<file path="src/rtl/cap_pkg.sv">
`timescale 1ns/1ps
package cap_pkg;

  typedef enum logic [1:0] {
    RATE_FULL    = 2'd0,
    RATE_HALF    = 2'd1,
    RATE_QUARTER = 2'd2,
    RATE_RSVD    = 2'd3
  } rate_e;

  typedef enum logic [1:0] {
    DLY_NONE  = 2'd0,
    DLY_ONE   = 2'd1,
    DLY_THREE = 2'd2,
    DLY_RSVD  = 2'd3
  } dly_e;

  // Clocks from an acted-on sync to the first terminal-count pulse.
  localparam int unsigned TC_LEAD = 8;
  // Longest selectable delay in clock cycles.
  localparam int unsigned DLY_MAX = 3;

  // Phase bits that must be zero for a capture in each rate.
  function automatic logic [1:0] rate_mask(input rate_e r);
    case (r)
      RATE_HALF:    rate_mask = 2'b01;
      RATE_QUARTER: rate_mask = 2'b11;
      default:      rate_mask = 2'b00;
    endcase
  endfunction

endpackage

</file>
<file path="src/rtl/cap_delay_line.sv">
`timescale 1ns/1ps
module cap_delay_line
  import cap_pkg::*;
#(
  parameter int unsigned DW    = 12,
  parameter int unsigned DEPTH = DLY_MAX
) (
  input  logic          clk,
  input  logic          rst_n,
  input  logic          sync_i,
  input  logic [DW-1:0] data_i,
  input  logic [1:0]    dly_sel,
  output logic          sync_o,
  output logic [DW-1:0] data_o
);

  localparam int unsigned SW = DW + 1;

  logic [SW-1:0] stg_q [DEPTH];
  logic [SW-1:0] stg_d [DEPTH];
  logic [SW-1:0] tap;

  genvar g;
  generate
    for (g = 0; g < DEPTH; g++) begin : g_stage
      if (g == 0) begin : g_head
        always_comb stg_d[g] = {sync_i, data_i};
      end else begin : g_body
        always_comb stg_d[g] = stg_q[g-1];
      end
      always_ff @(posedge clk or negedge rst_n) begin
        if (!rst_n) stg_q[g] <= '0;
        else        stg_q[g] <= stg_d[g];
      end
    end
  endgenerate

  always_comb begin
    case (dly_e'(dly_sel))
      DLY_ONE:   tap = stg_q[0];
      DLY_THREE: tap = stg_q[DEPTH-1];
      default:   tap = {sync_i, data_i};
    endcase
  end

  assign sync_o = tap[SW-1];
  assign data_o = tap[DW-1:0];

  // Cycles since reset, saturating, so that $past never reaches into reset.
  logic [2:0] age_q;
  always_ff @(posedge clk or negedge rst_n) begin
    if (!rst_n)               age_q <= '0;
    else if (age_q != 3'd7)   age_q <= age_q + 3'd1;
  end

  a_r1_one_clock: assert property (@(posedge clk) disable iff (!rst_n)
    (age_q >= 3'd1 && dly_sel == 2'd1) |-> {sync_o, data_o} == $past({sync_i, data_i}));

  a_r1_three_clock: assert property (@(posedge clk) disable iff (!rst_n)
    (age_q >= 3'd3 && dly_sel == 2'd2) |-> {sync_o, data_o} == $past({sync_i, data_i}, 3));

endmodule

</file>
<file path="src/rtl/cap_rate_stage.sv">
`timescale 1ns/1ps
module cap_rate_stage
  import cap_pkg::*;
#(
  parameter int unsigned DW = 12
) (
  input  logic          clk,
  input  logic          rst_n,
  input  logic          sync_i,
  input  logic [DW-1:0] data_i,
  input  logic [1:0]    rate_sel,
  output logic [DW-1:0] smp_o,
  output logic          odd_o,
  output logic          vld_o
);

  logic          armed_q, armed_d;
  logic [1:0]    phase_q, phase_d;
  logic [DW-1:0] smp_q,   smp_d;
  logic          odd_q,   odd_d;
  logic          vld_q,   vld_d;
  logic          take;

  // Next-state logic.
  always_comb begin
    take    = sync_i | (armed_q & ((phase_q & rate_mask(rate_e'(rate_sel))) == 2'b00));
    armed_d = armed_q | sync_i;
    phase_d = sync_i ? 2'd1 : phase_q + 2'd1;
    vld_d   = take;
    smp_d   = smp_q;
    odd_d   = odd_q;
    if (take) begin
      smp_d = data_i;
      odd_d = sync_i ? 1'b0 : ~odd_q;
    end
  end

  // State registers; clock enable on the sample word and tag.
  always_ff @(posedge clk or negedge rst_n) begin
    if (!rst_n) begin
      armed_q <= 1'b0;
      phase_q <= '0;
      vld_q   <= 1'b0;
    end else begin
      armed_q <= armed_d;
      phase_q <= phase_d;
      vld_q   <= vld_d;
    end
  end

  always_ff @(posedge clk or negedge rst_n) begin
    if (!rst_n) begin
      smp_q <= '0;
      odd_q <= 1'b0;
    end else if (take) begin
      smp_q <= smp_d;
      odd_q <= odd_d;
    end
  end

  assign smp_o = smp_q;
  assign odd_o = odd_q;
  assign vld_o = vld_q;

  a_r5_sync_even: assert property (@(posedge clk) disable iff (!rst_n)
    sync_i |=> (vld_o && !odd_o));

  a_r6_idle_until_sync: assert property (@(posedge clk) disable iff (!rst_n)
    (!armed_q && !sync_i) |=> !vld_o);

  a_r2_full_every_clock: assert property (@(posedge clk) disable iff (!rst_n)
    (armed_q && (rate_sel == 2'd0 || rate_sel == 2'd3)) |=> vld_o);

  a_r4_quarter_gap: assert property (@(posedge clk) disable iff (!rst_n)
    (vld_o && rate_sel == 2'd2 && !sync_i) |=> !vld_o);

  a_r3_half_gap: assert property (@(posedge clk) disable iff (!rst_n)
    (vld_o && rate_sel == 2'd1 && !sync_i) |=> !vld_o);

  a_r5_tag_flips: assert property (@(posedge clk) disable iff (!rst_n)
    (vld_o && armed_q && (rate_sel == 2'd0 || rate_sel == 2'd3) && !sync_i)
      |=> (odd_o != $past(odd_o)));

endmodule

</file>
<file path="src/rtl/cap_tc_timer.sv">
`timescale 1ns/1ps
module cap_tc_timer
  import cap_pkg::*;
#(
  parameter int unsigned CNT_W = 8
) (
  input  logic             clk,
  input  logic             rst_n,
  input  logic             sync_i,
  input  logic [CNT_W-1:0] cnt_i,
  output logic             tc_o
);

  localparam int unsigned TW = CNT_W + 4;
  localparam int unsigned GW = CNT_W + 5;
  localparam logic [TW-1:0] LEAD_LOAD = TW'(TC_LEAD - 1);

  logic             run_q, run_d;
  logic [TW-1:0]    tmr_q, tmr_d;
  logic [CNT_W-1:0] per_q, per_d;
  logic             tc_q,  tc_d;

  always_comb begin
    run_d = run_q;
    tmr_d = tmr_q;
    per_d = per_q;
    tc_d  = 1'b0;
    if (sync_i) begin
      run_d = 1'b1;
      tmr_d = LEAD_LOAD;
      per_d = cnt_i;
    end else if (run_q) begin
      if (tmr_q == '0) begin
        tc_d  = 1'b1;
        tmr_d = {per_q, 4'hF};
      end else begin
        tmr_d = tmr_q - TW'(1);
      end
    end
  end

  always_ff @(posedge clk or negedge rst_n) begin
    if (!rst_n) begin
      run_q <= 1'b0;
      tmr_q <= '0;
      per_q <= '0;
      tc_q  <= 1'b0;
    end else begin
      run_q <= run_d;
      tmr_q <= tmr_d;
      per_q <= per_d;
      tc_q  <= tc_d;
    end
  end

  assign tc_o = tc_q;

  // Checker state: clocks since sync, clocks since the last pulse.
  logic [3:0]    since_sync_q;
  logic          first_pend_q;
  logic [GW-1:0] gap_q;
  logic          had_tc_q;

  always_ff @(posedge clk or negedge rst_n) begin
    if (!rst_n) begin
      since_sync_q <= '0;
      first_pend_q <= 1'b0;
      gap_q        <= '0;
      had_tc_q     <= 1'b0;
    end else begin
      if (sync_i)                    since_sync_q <= '0;
      else if (since_sync_q != 4'hF) since_sync_q <= since_sync_q + 4'd1;
      if (sync_i)    first_pend_q <= 1'b1;
      else if (tc_q) first_pend_q <= 1'b0;
      if (tc_q)                 gap_q <= GW'(1);
      else if (gap_q != '1)     gap_q <= gap_q + GW'(1);
      if (sync_i)    had_tc_q <= 1'b0;
      else if (tc_q) had_tc_q <= 1'b1;
    end
  end

  a_r7_first_lead: assert property (@(posedge clk) disable iff (!rst_n)
    (tc_o && first_pend_q) |-> since_sync_q == 4'(TC_LEAD));

  a_r8_period: assert property (@(posedge clk) disable iff (!rst_n)
    (tc_o && had_tc_q) |-> gap_q == ({1'b0, per_q, 4'hF} + GW'(1)));

  a_r8_single_cycle: assert property (@(posedge clk) disable iff (!rst_n)
    tc_o |=> !tc_o);

  a_r10_sync_wins: assert property (@(posedge clk) disable iff (!rst_n)
    sync_i |=> !tc_o);

endmodule

</file>
<file path="src/rtl/sync_sample_capture.sv">
`timescale 1ns/1ps
module sync_sample_capture
  import cap_pkg::*;
#(
  parameter int unsigned DW    = 12,
  parameter int unsigned CNT_W = 8
) (
  input  logic             clk,
  input  logic             rst_n,
  input  logic             sync_in,
  input  logic [DW-1:0]    din,
  input  logic [1:0]       rate_sel,
  input  logic [1:0]       dly_sel,
  input  logic [CNT_W-1:0] period_cnt,
  output logic [DW-1:0]    smp_out,
  output logic             smp_odd,
  output logic             smp_vld,
  output logic             tc_out
);

  // Reset: asserted at once, released after two clock edges.
  logic [1:0] rst_sync_q;
  logic       rst_int_n;

  always_ff @(posedge clk or negedge rst_n) begin
    if (!rst_n) rst_sync_q <= 2'b00;
    else        rst_sync_q <= {rst_sync_q[0], 1'b1};
  end
  assign rst_int_n = rst_sync_q[1];

  logic          sync_dl;
  logic [DW-1:0] data_dl;

  cap_delay_line #(.DW(DW), .DEPTH(DLY_MAX)) u_dly (
    .clk     (clk),
    .rst_n   (rst_int_n),
    .sync_i  (sync_in),
    .data_i  (din),
    .dly_sel (dly_sel),
    .sync_o  (sync_dl),
    .data_o  (data_dl)
  );

  cap_rate_stage #(.DW(DW)) u_rate (
    .clk      (clk),
    .rst_n    (rst_int_n),
    .sync_i   (sync_dl),
    .data_i   (data_dl),
    .rate_sel (rate_sel),
    .smp_o    (smp_out),
    .odd_o    (smp_odd),
    .vld_o    (smp_vld)
  );

  cap_tc_timer #(.CNT_W(CNT_W)) u_tc (
    .clk    (clk),
    .rst_n  (rst_int_n),
    .sync_i (sync_dl),
    .cnt_i  (period_cnt),
    .tc_o   (tc_out)
  );

  a_r11_reset_quiet: assert property (@(posedge clk)
    !rst_int_n |=> (!smp_vld && !tc_out) || !rst_int_n);

  a_r6_vld_tag_hold: assert property (@(posedge clk) disable iff (!rst_int_n)
    !smp_vld |-> $stable(smp_odd));

endmodule

</file>
<file path="config.mk">
export PLATFORM = sky130hd
export DESIGN_NAME = sync_sample_capture
export DESIGN_NICKNAME = d
export VERILOG_FILES = /design/src/rtl/cap_pkg.sv /design/src/rtl/cap_delay_line.sv /design/src/rtl/cap_rate_stage.sv /design/src/rtl/cap_tc_timer.sv /design/src/rtl/sync_sample_capture.sv
export SDC_FILE = /design/constraint.sdc
export NUM_CORES = 1
export LEC_CHECK = 0
export BUFFER_PORTS_ARGS = -buffer_cell sky130_fd_sc_hd__clkbuf_2
export CORE_UTILIZATION = 50
export CTS_CLUSTER_SIZE = 14
export DETAILED_ROUTE_END_ITERATION = 6
export HOLD_SLACK_MARGIN = 0.05
export PLACE_DENSITY_LB_ADDON = 0.3
export SYNTH_ARGS = -nofsm -noshare
export SYNTH_HDL_FRONTEND = slang
export SYNTH_SLANG_ARGS = --single-unit
</file>
<file path="constraint.sdc">
create_clock -name clk -period 7.2 [get_ports clk]
set_input_delay 1.8 -clock clk [delete_from_list [all_inputs] [get_ports clk]]
set_output_delay 1.8 -clock clk [all_outputs]
set_load 0.02 [all_outputs]
</file>
==> summary.json <==
{
  "critical_path": {
    "critPathArrivalTime_ns": 4.22,
    "r2r_end": "u_rate.smp_o[10]",
    "cp-start-kind": "primary input",
    "critPathCaptureType": "register",
    "critical_path_class": "primary input to register",
    "ff2ff_setup_slack_ns": 5.02,
    "timing.rr.start": "u_dly.stg_d[25]",
    "critical_path.max_fanout": 27,
    "crit_required_ns": 7.42,
    "worst-r2r-cell-count": 4
  },
  "clock_network": {
    "cts_resizes": 0,
    "cts_tree": "yes",
    "htreeDepth": 3,
    "path_clk_slew_ns": 0.08,
    "clock_tree.root_cell": "clkbuf_8",
    "clock_latency_on_the_worst_skew_pair_ns": 0.34,
    "max-clock-path-buffers": 2,
    "clock_sink_count": 80,
    "cts_buffers": 9,
    "cts_hold_buf": 0,
    "buffers_inserted_during_post_cts_setup_optimization": 0
  },
  "status": {
    "outcome": "finished clean"
  },
  "place": {
    "globalplace.congestion": 0.7944,
    "half_perimeter_wire_length_after_detailed_placement_microns": 3719,
    "port_buffers": 41,
    "post_dp_cell_area_sq_um": 3374
  },
  "global_routing": {
    "first_global_vias": 1993,
    "number_of_antenna_violations_at_the_first_check_in_global_routing": 0,
    "groute.usage.overall": 0.2000,
    "grt_residual_overflow": 0,
    "grt_start_max_net_pins": 79,
    "global_route_wire_length_before_repair_microns": 9480
  },
  "synth": {
    "ys_seq_elements": 80,
    "synthCells": 261,
    "synth_cell_types": 43,
    "yosysWarnings": 0,
    "syn-cell-area_sq_um": 3113,
    "synthArstFlopShare": 1.000,
    "synth-seq-area-share": 0.6431,
    "synth_area_per_cell_sq_um": 11.93,
    "synth-main-ff-cell": "dfrtp_1",
    "number_of_enable_type_register_cells_in_the_synthesized_netlist": 0,
    "postSynthNetCount": 293
  },
  "die": {
    "chipWidth_microns": 80.91,
    "placeableCoreArea_sq_um": 5956,
    "start_util": 0.5227,
    "floorplan.die.height_microns": 80.91,
    "design.die.area_sq_um": 6546,
    "placement_row_count": 28,
    "io_pins": 42
  },
  "route": {
    "per_cell_routed_wire_length_microns": 14.77,
    "routed_wire_length_microns": 5626,
    "total_number_of_vias": 2072,
    "detailedRoute.firstPassIterationCount": 4,
    "vias_per_cell": 5.438,
    "drc_errors_left": 0,
    "dr.first_iter.drc_count": 141,
    "route.antenna.remaining_nets": 0
  },
  "sta": {
    "final_setup_violation_count": 0,
    "fin_crit_ns": 3.993,
    "clock.fmax_mhz": 250.5,
    "measured_slew_at_the_worst_slew_check_pin_ns": 0.9365,
    "relSlewSlack": 0.3757,
    "post-route-period-util": 0.5545,
    "report.final.hold_viol_count": 0,
    "timing_max_transition_violations_final": 0,
    "rsz0062_at_grt": "false",
    "fin_tns_setup_ns": 0,
    "timing.clock.skew_ns": 0.009247
  },
  "hold_path": {
    "worstHoldEndpoint": "u_dly.stg_q[1]",
    "min_delay_path_depth": 0,
    "hold_class": "register to register",
    "hold_path.startpoint": "u_dly.stg_d[1]"
  },
  "final_layout": {
    "syn_to_final_growth_pct": 14.95,
    "final_cell_mix": "dfrtp_1 (79), clkbuf_2 (41), nand2_1 (40)",
    "layout.nets": 334,
    "fillCellCount": 492,
    "most_frequent_standard_cell_in_the_layout_excluding_fill_and_tap_cells": "dfrtp_1",
    "design_area_sq_um": 3578,
    "antennaDiodeCount": 0,
    "post_route_cells_drive_above_1_share": 0.2582
  },
  "power": {
    "ir_worst_vdd_mv": 0.2150,
    "cellLeakagePower_nw": 1.678,
    "power.density_nw_per_um2": 320.0
  },
  "run": {
    "drv.max_cap_violation_count": 0
  }
}
## metrics by stage
step / setup slack [ns] / cells / util / hold slack [ns] / power, mW
global placement: 2.907 / 366 / 0.5666 / 0.3314 / 0.8134
detailed placement: 2.797 / 366 / 0.5666 / 0.3386 / 0.8199
finish: 3.207 / 381 / 0.6008 / 0.3514 / 1.145
floorplan: 3.835 / 261 / - / 0.3312 / 0.7475
CTS: 3.186 / 381 / 0.6008 / 0.3531 / 1.157
global route: 2.977 / 381 / 0.6008 / 0.3570 / 1.212
## cell usage after synthesis, types with 2 or more instances
cell type,count,area (sq um)
nand4_1,3,18.77
dfrtp_1,80,2002
o221a_2,2,22.52
nor2_1,7,26.28
a32oi_1,2,17.52
buf_2,4,20.02
nor3_1,4,20.02
o21a_1,4,30.03
nand2b_1,5,31.28
o21ai_0,21,105.1
a31oi_1,2,12.51
a21oi_1,7,35.03
mux2_2,12,135.1
nand3_1,7,35.03
nor4b_1,2,17.52
nand2_1,40,150.1
inv_1,8,30.03
and3_1,2,12.51
a22oi_1,13,97.59
ha_1,5,62.56
nor4_2,2,25.02
clkbuf_1,8,30.03
## worst max-delay path: stages
cell and delay (ns):
clkbuf_2 0.09, inv_1 0.04, ha_1 0.73, o21a_1 0.63
nand2_1 0.50, mux2_2 0.42
## how the worst max path moves through the flow
stage	end	startpoint	slack [ns]	cells after the start
2_1_floorplan	u_rate.smp_o[10]	dly_sel[0]	3.83	8
3_3_place_gp	u_rate.smp_o[8]	dly_sel[0]	2.91	6
3_5_place_dp	u_rate.smp_o[7]	dly_sel[0]	2.80	6
4_1_cts	u_rate.smp_o[10]	dly_sel[0]	3.19	6
5_1_grt	u_rate.smp_o[11]	dly_sel[0]	2.98	6
6_report	u_rate.smp_o[10]	dly_sel[0]	3.21	6
## metal layers
metal | vias to the layer above | global-route usage | share of wire
met4 | 0 | 0.06607 | 0.014
met5 | - | 0 | 0
met3 | 8 | 0.08202 | 0.057
met2 | 59 | 0.2807 | 0.43
li1 | 998 | - | -
met1 | 1007 | 0.2814 | 0.50
## cell families after synthesis
kind of cell             after synthesis  synth area share
adder cells (fa/ha/maj)                5           0.02010
AND/OR/NAND/NOR                       79            0.1302
buffers and inverters                 21           0.02693
multiplexers                          12           0.04341
XOR/XNOR                               2          0.005628
flip-flops                            80            0.6431
other                                  1          0.001205
AO/OA/AOI/OAI                         61            0.1294
## area by class of cell
type | count | area [sq um] | area share
clock inverter | 4 | 52.55 | 0.01469
inverter | 8 | 30.03 | 0.008392
multi-input combinational | 160 | 1027 | 0.2871
tap | 75 | 93.84 | 0.02622
clock buffer | 11 | 151.4 | 0.04231
timing repair buffer | 43 | 220.2 | 0.06154
sequential | 80 | 2003 | 0.5598
## flip-flops by register name, summed over array words and instances (netlist names)
| signal | flops |
|---|---|
| u_rate.armed_q | 1 |
| u_rate.vld_o | 1 |
| rst_sync_q | 2 |
| u_tc.tc_o | 1 |
| u_rate.phase_q | 2 |
| u_tc.run_q | 1 |
| u_tc.per_q | 8 |
| u_rate.odd_o | 1 |
| u_tc.tmr_q | 12 |
| u_rate.smp_o | 12 |
| u_dly.stg_q | 13 |
| u_dly.stg_d | 26 |
## power by group
group	leakage (nW)	internal, mW	switching, mW
logic	0.614	0.101	0.143
registers	0.958	0.512	0.0550
clock network	0.106	0.178	0.155
total	1.68	0.792	0.353
No activity file was read; power rests on OpenSTA's default activity.
